[src/rtl/xfer_ctl_pkg.sv]
package xfer_ctl_pkg;
  localparam int REG_W  = 8;
  localparam int BIT_DRR = 0;
  localparam int BIT_HE  = 1;
  localparam int BIT_TI  = 5;
  localparam int BIT_FI  = 6;
  localparam int BIT_PI  = 7;

  typedef struct packed {
    logic pi_pend;
    logic fi;
    logic ti;
    logic he;
    logic drr;
  } ctl_view_t;

  // Place the visible flags at their bit positions; unused bits are zero.
  function automatic logic [REG_W-1:0] pack_view(ctl_view_t f);
    logic [REG_W-1:0] v;
    v          = '0;
    v[BIT_PI]  = f.pi_pend;
    v[BIT_FI]  = f.fi;
    v[BIT_TI]  = f.ti;
    v[BIT_HE]  = f.he;
    v[BIT_DRR] = f.drr;
    return v;
  endfunction

  // Merge the interrupt sources into one request.
  function automatic logic irq_merge(logic ti, logic fi, logic pend, logic en,
                                     logic mode, logic gie);
    return (ti & mode & gie) | fi | (pend & en);
  endfunction
endpackage

[src/rtl/xfer_flag.sv]
module xfer_flag (
  input  logic clk,
  input  logic rst,
  input  logic set_i,
  input  logic clr_i,
  output logic q
);
  always_ff @(posedge clk) begin
    if (rst)        q <= 1'b0;
    else if (set_i) q <= 1'b1;
    else if (clr_i) q <= 1'b0;
  end
endmodule

[src/rtl/xfer_sync_edge.sv]
module xfer_sync_edge #(
  parameter int STAGES = 2
) (
  input  logic clk,
  input  logic rst,
  input  logic line_i,
  input  logic fall_sel,
  output logic hit_o
);
  logic [STAGES-1:0] chain;
  logic              norm_prev;
  logic              norm_now;

  genvar g;
  generate
    for (g = 0; g < STAGES; g++) begin : g_stage
      if (g == 0) begin : g_first
        always_ff @(posedge clk) begin
          if (rst) chain[0] <= 1'b0;
          else     chain[0] <= line_i;
        end
      end else begin : g_next
        always_ff @(posedge clk) begin
          if (rst) chain[g] <= 1'b0;
          else     chain[g] <= chain[g-1];
        end
      end
    end
  endgenerate

  assign norm_now = chain[STAGES-1] ^ fall_sel;

  always_ff @(posedge clk) begin
    if (rst) norm_prev <= 1'b0;
    else     norm_prev <= norm_now;
  end

  assign hit_o = norm_now & ~norm_prev;
endmodule

[src/rtl/xfer_ctl_reg.sv]
module xfer_ctl_reg
  import xfer_ctl_pkg::*;
#(
  parameter int SYNC_STAGES = 2,
  parameter int FORCE_N     = 3
) (
  input  logic               clk,
  input  logic               rst,
  input  logic               sel,
  input  logic               wr_en,
  input  logic               rd_en,
  input  logic [REG_W-1:0]   wdata,
  output logic [REG_W-1:0]   rdata,
  input  logic               data_rd,
  input  logic               rdy_evt,
  input  logic [FORCE_N-1:0] force_bits,
  input  logic               xfer_irq_mode,
  input  logic               glb_ie,
  input  logic               periph_in,
  input  logic               pol_fall,
  output logic               hs_en,
  output logic               irq
);
  localparam int NFLAG = 3;
  localparam int F_DRR = 0;
  localparam int F_TI  = 1;
  localparam int F_FI  = 2;

  // Named internal events, observed by the checker.
  logic reg_wr, reg_rd, force_hit, edge_hit;
  logic drr_q, ti_q, fi_q, pi_en_q, pi_pend_q, he_q;
  logic [NFLAG-1:0] flag_set, flag_clr, flag_q;

  assign reg_wr    = sel & wr_en;
  assign reg_rd    = sel & rd_en;
  assign force_hit = &force_bits;

  assign flag_set[F_DRR] = rdy_evt;
  assign flag_clr[F_DRR] = data_rd;
  assign flag_set[F_TI]  = rdy_evt;
  assign flag_clr[F_TI]  = data_rd;
  assign flag_set[F_FI]  = force_hit;
  assign flag_clr[F_FI]  = reg_rd;

  genvar i;
  generate
    for (i = 0; i < NFLAG; i++) begin : g_flag
      xfer_flag u_flag (
        .clk   (clk),
        .rst   (rst),
        .set_i (flag_set[i]),
        .clr_i (flag_clr[i]),
        .q     (flag_q[i])
      );
    end
  endgenerate

  assign drr_q = flag_q[F_DRR];
  assign ti_q  = flag_q[F_TI];
  assign fi_q  = flag_q[F_FI];

  xfer_sync_edge #(.STAGES(SYNC_STAGES)) u_edge (
    .clk      (clk),
    .rst      (rst),
    .line_i   (periph_in),
    .fall_sel (pol_fall),
    .hit_o    (edge_hit)
  );

  // Handshake enable and peripheral enable: the writable bits.
  always_ff @(posedge clk) begin
    if (rst) begin
      he_q    <= 1'b0;
      pi_en_q <= 1'b0;
    end else if (reg_wr) begin
      he_q    <= wdata[BIT_HE];
      pi_en_q <= wdata[BIT_PI];
    end
  end

  // Peripheral pending: cleared by writing 0, which dominates a new edge.
  always_ff @(posedge clk) begin
    if (rst)                            pi_pend_q <= 1'b0;
    else if (reg_wr && !wdata[BIT_PI])  pi_pend_q <= 1'b0;
    else if (edge_hit && pi_en_q)       pi_pend_q <= 1'b1;
  end

  ctl_view_t view;
  assign view  = '{pi_pend: pi_pend_q, fi: fi_q, ti: ti_q, he: he_q, drr: drr_q};
  assign rdata = sel ? pack_view(view) : '0;
  assign hs_en = he_q;
  assign irq   = irq_merge(ti_q, fi_q, pi_pend_q, pi_en_q, xfer_irq_mode, glb_ie);
endmodule

[config.mk]
export PLATFORM = sky130hd
export DESIGN_NAME = xfer_ctl_reg
export DESIGN_NICKNAME = d
export VERILOG_FILES = /design/src/rtl/xfer_ctl_pkg.sv /design/src/rtl/xfer_flag.sv /design/src/rtl/xfer_sync_edge.sv /design/src/rtl/xfer_ctl_reg.sv
export SDC_FILE = /design/constraint.sdc
export NUM_CORES = 1
export LEC_CHECK = 0
export CAP_MARGIN = 20
export CORE_MARGIN = 2
export CORE_UTILIZATION = 32
export DETAILED_ROUTE_END_ITERATION = 8
export HOLD_SLACK_MARGIN = 0.03
export PLACE_DENSITY = 0.74
export SLEW_MARGIN = 10
export SYNTH_ARGS = -nofsm -noshare
export SYNTH_HDL_FRONTEND = slang
export SYNTH_HIERARCHICAL = 1
export SYNTH_SLANG_ARGS = --single-unit
[constraint.sdc]
create_clock -name clk -period 1.4 [get_ports clk]
set_clock_uncertainty 0.2 [all_clocks]
set_input_delay 0.14 -clock clk [delete_from_list [all_inputs] [get_ports clk]]
set_output_delay 0.14 -clock clk [all_outputs]
set_load 0.02 [all_outputs]
# Yosys cells after proc, flatten, opt, wreduce, memory -nomap -nowiden
# Index checks and enable logic that the tools add are counted.
[word_totals] regBits=8 latchBits=0 ramBits=0 rom_bits=0 inputBits=22 out_inout_bits=10 wordCells=30 n_memories=0
[op_classes] n_addsub=0 mul=0 div=0 order_cmp=0 n_eq_ne=0 shift=0 mux=5 bitwise_logic=10 reduce_logical=7
[ops] operator="2-to-1 mux 8 bit" count=1
[ops] operator="bitwise AND 1 bit" count=6
[ops] operator="2-to-1 mux 1 bit" count=4
[ops] operator="nonzero test 2 bit" count=2
[ops] operator="AND reduction 3 bit" count=1
[ops] operator="logical AND 1 bit" count=2
[ops] operator="bitwise OR 1 bit" count=2
[ops] operator="OR reduction 2 bit" count=1
[ops] operator="zero test 1 bit" count=1
[ops] operator="inverter 1 bit" count=1
[ops] operator="XOR 1 bit" count=1

# Logic depth before layout (Yosys ltp)
[logic_depth] depth_word=4 ltp_mapped=4 ltp_nobuf=4

# By module
# Netlist, hierarchy kept.
[modules_own_cells] mod="xfer_ctl_reg" instances=1 cells_per_inst=27 area_each_um2=221.5 seq_area_each_um2=60.1
[modules_own_cells] mod="xfer_flag" instances=3 cells_per_inst=4 area_each_um2=38.8 seq_area_each_um2=20.0
[modules_own_cells] mod="xfer_sync_edge" instances=1 cells_per_inst=8 area_each_um2=88.8 seq_area_each_um2=60.1

# Worst setup path before layout
# Ideal clock, no wire load.
[synth_timing] path_kind="register to register" start="register hs_en (netlist name)" end="register he_q, in the netlist hs_en" setup_ps=66 t_arrival_ps=769 required_time_ps=1134 setup_slack_ps=365 stages_incl_launch_ff=3 path_buffers=0 synth_period_minus_slack_ps=1035 path_cell_list="dfxtp_1 a21bo_1 a21oi_2"
[synth_rtl] item="end signal, assigned" line="xfer_ctl_reg.sv:76" text="he_q <= wdata[BIT_HE];"
[synth_rtl] item="end, declared" line="xfer_ctl_reg.sv:31" text="logic drr_q, ti_q, fi_q, pi_en_q, pi_pend_q, he_q;"

# Final worst setup path
[layout_timing] start="register g_flag[1].u_flag.q" end="output rdata[5]"
[layout_between] elab_chain_len=1
[layout_lines] item="start, declared" line="xfer_flag.sv:6" text="output logic q"
[layout_lines] item="start signal, assigned" line="xfer_flag.sv:9" text="if (rst) q <= 1'b0;"
[layout_lines] item="start signal, assigned" line="xfer_flag.sv:10" text="else if (set_i) q <= 1'b1;"
[layout_lines] item="start signal, assigned" line="xfer_flag.sv:11" text="else if (clr_i) q <= 1'b0;"
[layout_lines] item="2-to-1 mux 8 bit" line="xfer_ctl_reg.sv:90" text="assign rdata = sel ? pack_view(view) : '0;"
[layout_lines] item="end, declared" line="xfer_ctl_reg.sv:13" text="output logic [REG_W-1:0] rdata,"
# No other way between the ends.

==> results.py <==
metrics = {
    "worst_setup_path": {
        "end_kind": "output pin",
        "worstRegToRegCells": 4,
        "arrival_ns": 1.01,
        "crit_path_max_fanout": 3,
        "path_class": "reg -> out",
        "start_kind": "flip-flop",
        "cp.required_ns": 1.06,
    },
    "floorplan": {
        "die_w_um": 40.52,
        "die_h_um": 40.52,
        "rows": 13,
        "initial_core_util_pct": 33.63,
        "ios": 32,
        "dieArea_mm2": 0.001641,
        "fp.coreArea_mm2": 0.001269,
    },
    "power_and_ir_drop": {
        "ir_drop_mv": 0.3239,
        "power_density_mw_per_mm2": 888.4,
        "leakage_nw": 0.2946,
    },
    "route": {
        "first_pass_iters": 1,
        "ant_nets": 0,
        "wl_um": 880,
        "via_per_inst": 4.292,
        "drc": 0,
        "drtIter0Drc": 0,
        "vias": 382,
        "post_drt_wl_per_cell_um": 9.888,
    },
    "cells_and_area": {
        "drive_gt1_share_pct": 29.73,
        "fin_util_pct": 52.27,
        "area_growth_pct": 55.43,
        "fill_cells": 130,
        "antenna_cells": 0,
        "num-nets-final": 97,
    },
    "timing": {
        "post-route-min-period_ns": 1.354,
        "fin_crit_sh_pct": 96.73,
        "rsz0062_at_grt": "no",
        "finalHoldViolCount": 0,
        "hold_ws_ns": 0.2311,
        "max_freq_ghz": 0.7384,
        "slew_violations": 0,
        "finalSetupViolations": 0,
    },
    "synthesis": {
        "synth_seq_cells": 9,
        "synth-edff-count": 0,
        "synth_top_area_share_pct": 42.23,
        "yosys-top-cells-area": "dfxtp_1 (42%), a21oi_2 (8.2%), and2_2 (7.0%)",
        "syn_area_per_cell_um2": 9.078,
        "synth_top_cells_by_count": "dfxtp_1 (9), a21oi_2 (4), and2_2 (4), inv_1 (4)",
        "synth_area_um2": 426.7,
        "ys.flop_type": "dfxtp_1",
        "synth_cell_types": 19,
        "synth_top_area_cell": "dfxtp_1",
        "ys_warn_count": 6,
        "syn_inst": 47,
        "synthMostInstantiatedCell": "dfxtp_1",
        "async_reset_ff_share_pct": 0,
        "yosysSeqAreaShare_pct": 42.23,
    },
    "global_routing": {
        "grt_pass1_vias": 380,
        "grt-ovfl-total": 0,
        "grt_pass1_wl_um": 1352,
        "grt_max_degree": 12,
        "grtUsageTotal_pct": 12.73,
        "grt_antenna_before_repair": 0,
    },
    "clock_network": {
        "clkTransAtPathRegs_ns": 0.06,
        "clk_path_buf_depth": 2,
        "clockRootBuffer": "clkbuf_4",
        "clk_latency_ns": 0.25,
        "cts_tree": "yes",
        "h-tree-depth": 1,
        "cts_buffers": 3,
        "clock_sinks": 9,
    },
    "min_path": {
        "min_path_type": "in -> reg",
        "whs_path_depth": 2,
    },
    "placement": {
        "place.gp.congestion": 0.6214,
        "dpl.hpwl_um": 704,
        "port_buffers": 22,
    },
    "run_status": {
        "outcome": "finished, final reports clean",
    },
    "run": {
        "maxCapViolCount": 0,
    },
}
==> critical path: stages, from the launching register on <==
cell,delay [ns]
dfxtp_2,0.33
and2_2,0.18
clkdlybuf4s15_2,0.24
==> routing by layer <==
layer  up-vias  routed length, um  share of wire, %  GRT usage (%)
li1        200                  -                 -              -
met1       164                402                46          12.17
met2        16                390                44          22.62
met3         2                 81               9.2          3.333
met4         0                  6              0.68          10.00
met5         -                  0                 0              0
==> final cells by class <==
| class | count | area (um2) | area share, % |
|---|---|---|---|
| timing repair buffer | 25 | 216.5 | 32.64 |
| inverter | 4 | 15.01 | 2.264 |
| tap | 15 | 18.77 | 2.830 |
| clock buffer | 4 | 26.28 | 3.962 |
| sequential | 9 | 181.4 | 27.36 |
| multi-input combinational | 32 | 205.2 | 30.94 |
==> sequential cells by signal, indices dropped and copies added (netlist names) <==
name / count
pi_pend_q: 1
hs_en: 1
pi_en_q: 1
u_edge/norm_prev: 1
u_edge/chain: 2
g_flag.u_flag/q: 3
==> cells by family (layout without fill, tap and decap cells) <==
| logic type | after synthesis | in the layout | synth area share [%] |
|---|---|---|---|
| other | 1 | 3 | 0.8789 |
| buffers and inverters | 8 | 33 | 11.44 |
| AOI/OAI and AO/OA | 10 | 10 | 18.47 |
| and+or+nand+nor | 18 | 18 | 24.93 |
| DFF | 9 | 9 | 42.23 |
| xor gates and xnor gates | 1 | 1 | 2.053 |
==> power breakdown <==
| part | total (mW) | leakage, nW | internal (mW) | switching (mW) |
|---|---|---|---|---|
| clock | 0.197 | 0.0150 | 0.110 | 0.0871 |
| sequential | 0.277 | 0.0745 | 0.270 | 0.00672 |
| combinational | 0.116 | 0.205 | 0.0664 | 0.0494 |
| total | 0.589 | 0.295 | 0.446 | 0.143 |
==> final timing paths <==
check	startpoint	to	slack [ns]
setup / recovery	g_flag[1].u_flag/q$_SDFFE_PP0P_	rdata[5]	0.05
hold / removal	periph_in	u_edge/chain[0]$_SDFF_PP0_	0.23
setup reg to reg	u_edge/chain[1]$_SDFF_PP0_	pi_pend_q$_SDFFE_PP0P_	0.33
hold reg to reg	u_edge/chain[0]$_SDFF_PP0_	u_edge/chain[1]$_SDFF_PP0_	0.24
==> placed cells by master (no fill, tap or decap), types with 3 or more instances in the layout <==
| master | count |
|---|---|
| a21oi_1 | 3 |
| a21oi_2 | 4 |
| and2_2 | 4 |
| buf_4 | 3 |
| clkbuf_2 | 4 |
| clkbuf_4 | 3 |
| clkdlybuf4s50_1 | 14 |
| conb_1 | 3 |
| dfxtp_1 | 8 |
| inv_1 | 4 |
| nand2b_1 | 3 |
| nand3_1 | 3 |
==> metrics by stage <==
step                      area, um2  total power, mW  setup slack [ns]  instances  TNS [ns]
after floorplan               434.2           0.3392            0.3653         49         0
after global placement        661.9           0.4041           -0.4985         85    -2.790
after detailed placement      661.9           0.4063           -0.5161         85    -2.875
after CTS                     685.7           0.6048          0.001047         89         0
after global routing          663.1           0.6209          0.009992         89         0
final                         663.1           0.5892           0.04580         89         0
==> what timing repair did <==
item | CTS | global route
endpoints found under the setup margin | 7 | 6
resized for setup | 14 | 8
buffers inserted | 0 | 0
hold endpoints to repair | 0 | 0
hold buffers | 0 | 0
pin swaps | 0 | 0
No activity file was read; power rests on OpenSTA's default activity.
